File: src/rtl/taint_pkg.sv
package taint_pkg;
    localparam int NCLASS = 9;
    localparam int CLS_W  = 4;

    typedef enum logic [CLS_W-1:0] {
        OPC_ARITH   = 4'd0,
        OPC_MOVE    = 4'd1,
        OPC_LOGIC   = 4'd2,
        OPC_CMP     = 4'd3,
        OPC_FETCH   = 4'd4,
        OPC_LOAD    = 4'd5,
        OPC_STORE   = 4'd6,
        OPC_CTRL    = 4'd7,
        OPC_SYSCALL = 4'd8
    } op_class_e;

    localparam int CHK_FLD  = 2;
    localparam int PROP_FLD = 3;
    localparam int CHK_W    = CHK_FLD * NCLASS;
    localparam int PROP_W   = PROP_FLD * NCLASS;

    typedef enum logic [1:0] {
        PM_NONE = 2'd0,
        PM_ADDR = 2'd1,
        PM_OPND = 2'd2,
        PM_BOTH = 2'd3
    } prop_mode_e;
endpackage

File: src/rtl/taint_cfg_regs.sv
module taint_cfg_regs
    import taint_pkg::*;
#(
    parameter int NPOL  = 4,
    localparam int POL_W = (NPOL > 1) ? $clog2(NPOL) : 1
) (
    input  logic                        clk,
    input  logic                        rst_n,
    input  logic                        cfg_we,
    input  logic [POL_W-1:0]            cfg_pol,
    input  logic                        cfg_kind,
    input  logic [PROP_W-1:0]           cfg_data,
    output logic [NPOL-1:0][CHK_W-1:0]  chk_o,
    output logic [NPOL-1:0][PROP_W-1:0] prop_o
);
    typedef struct packed {
        logic [NPOL-1:0][CHK_W-1:0]  chk;
        logic [NPOL-1:0][PROP_W-1:0] prop;
    } cfg_t;

    cfg_t cfg_d, cfg_q;

    always_comb begin
        cfg_d = cfg_q;
        for (int p = 0; p < NPOL; p++) begin
            if (cfg_we && (cfg_pol == POL_W'(p))) begin
                if (cfg_kind)
                    cfg_d.prop[p] = cfg_data;
                else
                    cfg_d.chk[p] = cfg_data[CHK_W-1:0];
            end
        end
    end

    always_ff @(posedge clk or negedge rst_n) begin
        if (!rst_n) cfg_q <= '0;
        else        cfg_q <= cfg_d;
    end

    assign chk_o  = cfg_q.chk;
    assign prop_o = cfg_q.prop;

    for (genvar gp = 0; gp < NPOL; gp++) begin : g_chk_asrt
        // a write reaches the selected register on the next edge
        a_r2_chk_write_lands: assert property (@(posedge clk) disable iff (!rst_n)
            (cfg_we && !cfg_kind && cfg_pol == POL_W'(gp))
            |=> chk_o[gp] == $past(cfg_data[CHK_W-1:0]));
        a_r2_prop_write_lands: assert property (@(posedge clk) disable iff (!rst_n)
            (cfg_we && cfg_kind && cfg_pol == POL_W'(gp))
            |=> prop_o[gp] == $past(cfg_data));
        // registers of a policy not written keep their value
        a_r2_unwritten_hold: assert property (@(posedge clk) disable iff (!rst_n)
            !(cfg_we && cfg_pol == POL_W'(gp))
            |=> ($stable(chk_o[gp]) && $stable(prop_o[gp])));
    end
endmodule

File: src/rtl/taint_rule_eval.sv
module taint_rule_eval
    import taint_pkg::*;
(
    input  logic [CLS_W-1:0]  cls,
    input  logic [CHK_W-1:0]  chk,
    input  logic [PROP_W-1:0] prop,
    input  logic              tag_a,
    input  logic              tag_b,
    input  logic              tag_addr,
    input  logic              tag_mem,
    output logic              dst,
    output logic              trap
);
    logic                    class_ok;
    logic                    use_mem;
    logic [CHK_FLD-1:0]      ck;
    logic [PROP_FLD-1:0]     pf;
    prop_mode_e              mode;
    logic                    and_sel;
    logic                    chk_opnd;
    logic                    prop_opnd;
    int unsigned             ci;

    always_comb begin
        ci       = 32'(cls);
        class_ok = (ci < NCLASS);
        ck       = '0;
        pf       = '0;
        if (class_ok) begin
            ck = chk[CHK_FLD*ci +: CHK_FLD];
            pf = prop[PROP_FLD*ci +: PROP_FLD];
        end
        mode    = prop_mode_e'(pf[1:0]);
        and_sel = pf[2];

        use_mem   = (cls == OPC_LOAD) || (cls == OPC_FETCH);
        chk_opnd  = use_mem ? tag_mem : (tag_a | tag_b);
        prop_opnd = use_mem ? tag_mem
                            : (and_sel ? (tag_a & tag_b) : (tag_a | tag_b));

        trap = (ck[0] & tag_addr) | (ck[1] & chk_opnd);

        unique case (mode)
            PM_NONE: dst = 1'b0;
            PM_ADDR: dst = tag_addr;
            PM_OPND: dst = prop_opnd;
            PM_BOTH: dst = and_sel ? (tag_addr & prop_opnd)
                                   : (tag_addr | prop_opnd);
            default: dst = 1'b0;
        endcase
    end
endmodule

File: src/rtl/taint_rule_unit.sv
module taint_rule_unit
    import taint_pkg::*;
#(
    parameter int NPOL = 4,
    parameter int PC_W = 32,
    localparam int POL_W = (NPOL > 1) ? $clog2(NPOL) : 1
) (
    input  logic              clk,
    input  logic              rst_n,
    input  logic              cfg_we,
    input  logic [POL_W-1:0]  cfg_pol,
    input  logic              cfg_kind,
    input  logic [PROP_W-1:0] cfg_data,
    input  logic              op_vld,
    input  logic [CLS_W-1:0]  op_class,
    input  logic [PC_W-1:0]   op_pc,
    input  logic [NPOL-1:0]   src_a_tag,
    input  logic [NPOL-1:0]   src_b_tag,
    input  logic [NPOL-1:0]   addr_tag,
    input  logic [NPOL-1:0]   mem_tag,
    output logic              out_vld,
    output logic [NPOL-1:0]   out_dst_tag,
    output logic [NPOL-1:0]   out_trap,
    output logic [PC_W-1:0]   out_pc
);
    typedef struct packed {
        logic            vld;
        logic [NPOL-1:0] dst;
        logic [NPOL-1:0] trap;
        logic [PC_W-1:0] pc;
    } res_t;

    logic [NPOL-1:0][CHK_W-1:0]  chk_cfg;
    logic [NPOL-1:0][PROP_W-1:0] prop_cfg;
    logic [NPOL-1:0]             dst_c;
    logic [NPOL-1:0]             trap_c;
    res_t                        res_d, res_q;

    taint_cfg_regs #(.NPOL(NPOL)) u_cfg (
        .clk      (clk),
        .rst_n    (rst_n),
        .cfg_we   (cfg_we),
        .cfg_pol  (cfg_pol),
        .cfg_kind (cfg_kind),
        .cfg_data (cfg_data),
        .chk_o    (chk_cfg),
        .prop_o   (prop_cfg)
    );

    for (genvar gp = 0; gp < NPOL; gp++) begin : g_pol
        taint_rule_eval u_eval (
            .cls      (op_class),
            .chk      (chk_cfg[gp]),
            .prop     (prop_cfg[gp]),
            .tag_a    (src_a_tag[gp]),
            .tag_b    (src_b_tag[gp]),
            .tag_addr (addr_tag[gp]),
            .tag_mem  (mem_tag[gp]),
            .dst      (dst_c[gp]),
            .trap     (trap_c[gp])
        );
    end

    always_comb begin
        res_d = '0;
        if (op_vld) begin
            res_d.vld  = 1'b1;
            res_d.dst  = dst_c;
            res_d.trap = trap_c;
            res_d.pc   = op_pc;
        end
    end

    always_ff @(posedge clk or negedge rst_n) begin
        if (!rst_n) res_q <= '0;
        else        res_q <= res_d;
    end

    assign out_vld     = res_q.vld;
    assign out_dst_tag = res_q.dst;
    assign out_trap    = res_q.trap;
    assign out_pc      = res_q.pc;

    // an idle cycle leaves every result field at zero
    a_r9_idle_quiet: assert property (@(posedge clk) disable iff (!rst_n)
        !op_vld |=> (out_trap == '0 && out_dst_tag == '0 && !out_vld));
    // the reported pc is the one presented one cycle earlier
    a_r9_pc_follows: assert property (@(posedge clk) disable iff (!rst_n)
        op_vld |=> (out_vld && out_pc == $past(op_pc)));
    // class codes outside the defined set neither trap nor taint
    a_r10_bad_class_inert: assert property (@(posedge clk) disable iff (!rst_n)
        (op_vld && op_class >= CLS_W'(NCLASS)) |=> (out_trap == '0 && out_dst_tag == '0));
    // a policy bit cannot trap when none of its own input tags are set
    for (genvar gq = 0; gq < NPOL; gq++) begin : g_pol_asrt
        a_r8_no_tag_no_trap: assert property (@(posedge clk) disable iff (!rst_n)
            (op_vld && !src_a_tag[gq] && !src_b_tag[gq] && !addr_tag[gq] && !mem_tag[gq])
            |=> (!out_trap[gq] && !out_dst_tag[gq]));
    end
endmodule

File: config.mk
export PLATFORM = sky130hd
export DESIGN_NAME = taint_rule_unit
export DESIGN_NICKNAME = d
export VERILOG_FILES = /design/src/rtl/taint_pkg.sv /design/src/rtl/taint_cfg_regs.sv /design/src/rtl/taint_rule_eval.sv /design/src/rtl/taint_rule_unit.sv
export SDC_FILE = /design/constraint.sdc
export NUM_CORES = 1
export LEC_CHECK = 0
export ABC_AREA = 1
export BUFFER_PORTS_ARGS = -buffer_cell sky130_fd_sc_hd__buf_2
export CORE_ASPECT_RATIO = 0.8
export CORE_UTILIZATION = 44
export DETAILED_ROUTE_END_ITERATION = 6
export PLACE_DENSITY_LB_ADDON = 0.08
export SYNTH_ARGS = -nofsm -noshare
export SYNTH_HDL_FRONTEND = slang
export SYNTH_HIERARCHICAL = 1
export SYNTH_SLANG_ARGS = --single-unit
File: constraint.sdc
create_clock -name clk -period 1 [get_ports clk]
set_input_delay 0.1 -clock clk [delete_from_list [all_inputs] [get_ports clk]]
set_output_delay 0.1 -clock clk [all_outputs]
set_load 0.01 [all_outputs]
==> reports/results.tsv <==
stage	metric	value	unit
timing	setup_ws	-0.260	ns
setup_path	cp-end-kind	flip-flop	
floorplan	initial_utilization	0.449	
synthesis	postSynthRegisterBits	221	
timing	timing.slew.headroom	0.456	
final_layout	final-instance-count-excl-fill	2009	
global_route	maximum_number_of_pins_on_one_net_before_global_route_repair	49	
global_route	vias_in_the_first_global_route	9621	
timing	fin_skew	0.00593	ns
setup_path	worst_ep_arrival_time	1.72	ns
synthesis	synth-seq-area-share	0.507	
synthesis	synthesis.yosys.warnings	6	
clocking	tritoncts_num_sinks	221	
timing	time_the_final_worst_path_needs_with_i_o_delays_and_setup	1.26	ns
timing	grt_setup_unrepaired	yes	
power	power.clock.fraction	0.366	
place	post-place-ws	-0.525	ns
drt	detailedRoute.firstIterationViolations	885	
synthesis	synth.distinct_cells	22	
place	hpwlAfterDp	23000	um
final_layout	postLayoutCoreUtil	0.585	
power	power_per_cell_area	1760	nW/um^2
drt	postRouteAntennaNets	0	
synthesis	synth_top_area_cell	dfrtp_1	
setup_path	path_common_cell	nand2_1	
final_layout	share_of_layout_cells_above_drive_strength_1	0.225	
power	power_leakage	7.87	nW
synthesis	synthesis.area	10900	sq um
final_layout	fin_nets	1759	
setup_path	crit-reg2reg-capture	out_dst_tag[0]	
setup_path	critical_path_cell_count	13	
floorplan	core	24300	sq um
synthesis	avgSynthCellArea	7.67	sq um
clocking	clock_latency	0.52	ns
clocking	htreeDepth	1	
clocking	clock_buffer_count_from_cts	24	
timing	final.period_utilization	1.26	
timing	timing.setup.tns	-5.87	ns
setup_path	timing.rr.start	u_cfg/prop_o[19]	
timing	timing.final.max_slew_violations	0	
global_route	grt_first_pass_wirelength	55000	um
synthesis	synth_top_cells_by_area	dfrtp_1 (51%), nand2_1 (22%), nand3_1 (5.9%)	
flow_run	timing.max_cap.violations	0	
power	swShare	0.287	
drt	firstDrtPassIters	5	
place	gp_congestion	0.861	
setup_path	cp_data_required_time	1.46	ns
floorplan	fp.dieArea	25400	sq um
drt	route.detailed.vias_per_inst	5.07	
synthesis	synthesized_net_count	1507	
setup_path	timing.critical_path.cells	inv_1, nand2_1, nand3_1, nand2_1, nand2_1, nand3_2, nand2_2, nand2_1, nand2_1, nand2_1, inv_1, nand2_1, inv_1	
power	seqPwrFrac	0.451	
run_status	violations	negative setup slack	
setup_path	worstPathMaxFanout	2	
place	placed_cells_incl_taps	1901	
run_status	run_status	finished, violations left	
floorplan	die_w	178	um
floorplan	ioPinCount	127	
global_route	antenna_found_initial	1	
setup_path	rrSetupSlack	-0.26	ns
setup_path	rr_worst_depth	13	
final_layout	final_cell_mix	nand2_1 (629), dfrtp_1 (221), nand3_1 (127)	
global_route	grt_use_total	0.286	
synthesis	netlist.area_leader.share	0.507	
setup_path	critPathSlowestCell	dfrtp_1	
setup_path	startpoint	u_cfg/prop_o[19]	
clocking	tritoncts	done	
setup_path	timing.critical_path.to	out_dst_tag[0]	
timing	timing.final.hold_violations	0	
clocking	clkSlewWorstSetupHoldPaths	0.06	ns
power	vdd_drop_max	1.34	mV
place	numPortBuffers	126	
setup_path	critical-path-max-stage-delay	0.39	ns
final_layout	most_common_cell_after_layout_fill_and_taps_aside	nand2_1	
power	combinationalPowerShare	0.183	
setup_path	setup.worst_path.class	flip-flop to flip-flop	
final_layout	multiInputGateArea	4550	sq um
timing	timing.fmax	0.794	GHz
timing	setup_viol_count_final	49	
final_layout	area.growth.synth_to_final	30.4	%
timing	timing.hold.ws	0.0170	ns
final_layout	number_of_fill_cells	2263	
drt	detail_route.drc_violations	0	
drt	routed_wire_length_per_instance	17.8	um
setup_path	critPathTopFamily	simple AND/OR/NAND/NOR gates	
drt	vias	10200	
power	net-switching-power	7.19	mW
synthesis	synthesis.instances	1421	
power	cell_internal_pwr	17.9	mW
clocking	root_buffer	clkbuf_16	
global_route	gr_overflow_total	0	
floorplan	floorplan.die.height	143	um
timing	tightestPinTransition	0.816	ns
worst_hold_path	worstHoldPathType	primary input to asynchronous set/reset pin	
setup_path	critPathLaunchType	flip-flop	
final_layout	antenna_cells	0	
floorplan	num_rows	51	
final_layout	ff_latch_area	5530	sq um
drt	wl	35800	um
setup_path	path_buf_inv	3	
clocking	clk_path_buf_depth	3	
-- cell usage after synthesis (all sizes together) --
cell type,number
nand3,141
a22oi,8
inv,98
o21ai,52
dfrtp,221
buf,80
o211ai,8
clkbuf,9
nand2,645
a21oi,8
nand4,49
nor2,102
-- metal layers --
metal  GRT usage  part of all wire  vias up
li1            -                 -     4968
met5           0           0.00070        -
met2       0.448              0.46      323
met1       0.405              0.44     4840
met4      0.0697             0.022        4
met3      0.0572             0.070       51
-- how the worst min path moves through the flow --
| stage | from | endpoint | slack [ns] |
|---|---|---|---|
| after global routing | cfg_data[12] | u_cfg/chk_o[66] | 0.01 |
| after floorplan | rst_n | out_dst_tag[0] | -0.20 |
| after detailed placement | rst_n | u_cfg/prop_o[50] | -0.04 |
| after global placement | rst_n | u_cfg/prop_o[28] | -0.04 |
| final | rst_n | u_cfg/prop_o[50] | 0.02 |
| after CTS | rst_n | u_cfg/prop_o[50] | 0.0002 |
-- flip-flops by register name, summed over array words and instances (netlist names) --
register,cells
out_vld,1
u_cfg/prop_o,108
out_trap,4
out_dst_tag,4
out_pc,32
u_cfg/chk_o,72
-- cell families (layout without fill, tap and decap cells) --
logic type	after synthesis	count (layout)	synth area share
buffers and inverters	187	457	0.0842
and+or+nand+nor	937	937	0.370
DFF	221	221	0.507
AOI/OAI and AO/OA	76	76	0.0386
-- final cells by class --
cell class,count,share of cell area
clock inverters,7,0.00598
clock buffers,37,0.0514
multi-input cells,1013,0.320
flip-flops and latches,221,0.389
inverters,98,0.0259
well taps,318,0.0280
repair buffers,315,0.180
-- through the flow --
stage / power (mW) / area, sq um
after floorplan: 13.6 / 10900
after global placement: 15.6 / 12700
after detailed placement: 15.6 / 12700
after CTS: 25.2 / 14100
after global routing: 26.3 / 14200
final: 25.1 / 14200
-- power by group through the flow --
| stage | clock (mW) | combinational [mW] | sequential [mW] |
|---|---|---|---|
| floorplan | 0 | 2.47 | 11.2 |
| finish | 9.17 | 4.59 | 11.3 |
| global placement | 0 | 4.18 | 11.4 |
| global route | 9.70 | 5.18 | 11.5 |
| detailed placement | 0 | 4.27 | 11.4 |
| CTS | 9.39 | 4.51 | 11.3 |
-- worst register-to-register path, cell delays in order, from the launching register on --
cell	delay (ns)
dfrtp_1	0.39
inv_1	0.08
nand2_1	0.05
nand3_1	0.07
nand2_1	0.07
nand2_1	0.09
nand3_2	0.09
nand2_2	0.06
nand2_1	0.04
nand2_1	0.05
nand2_1	0.04
inv_1	0.04
nand2_1	0.04
inv_1	0.08
-- timing repair --
action,4_1_cts,5_1_grt
endpoints found under the setup margin,49,49
endpoints found under the hold margin,351,0
resized for setup,23,22
pin swaps,16,8
hold buffers,58,0
buffers inserted,4,2
Note: power is estimated with default switching activity, not from simulation.
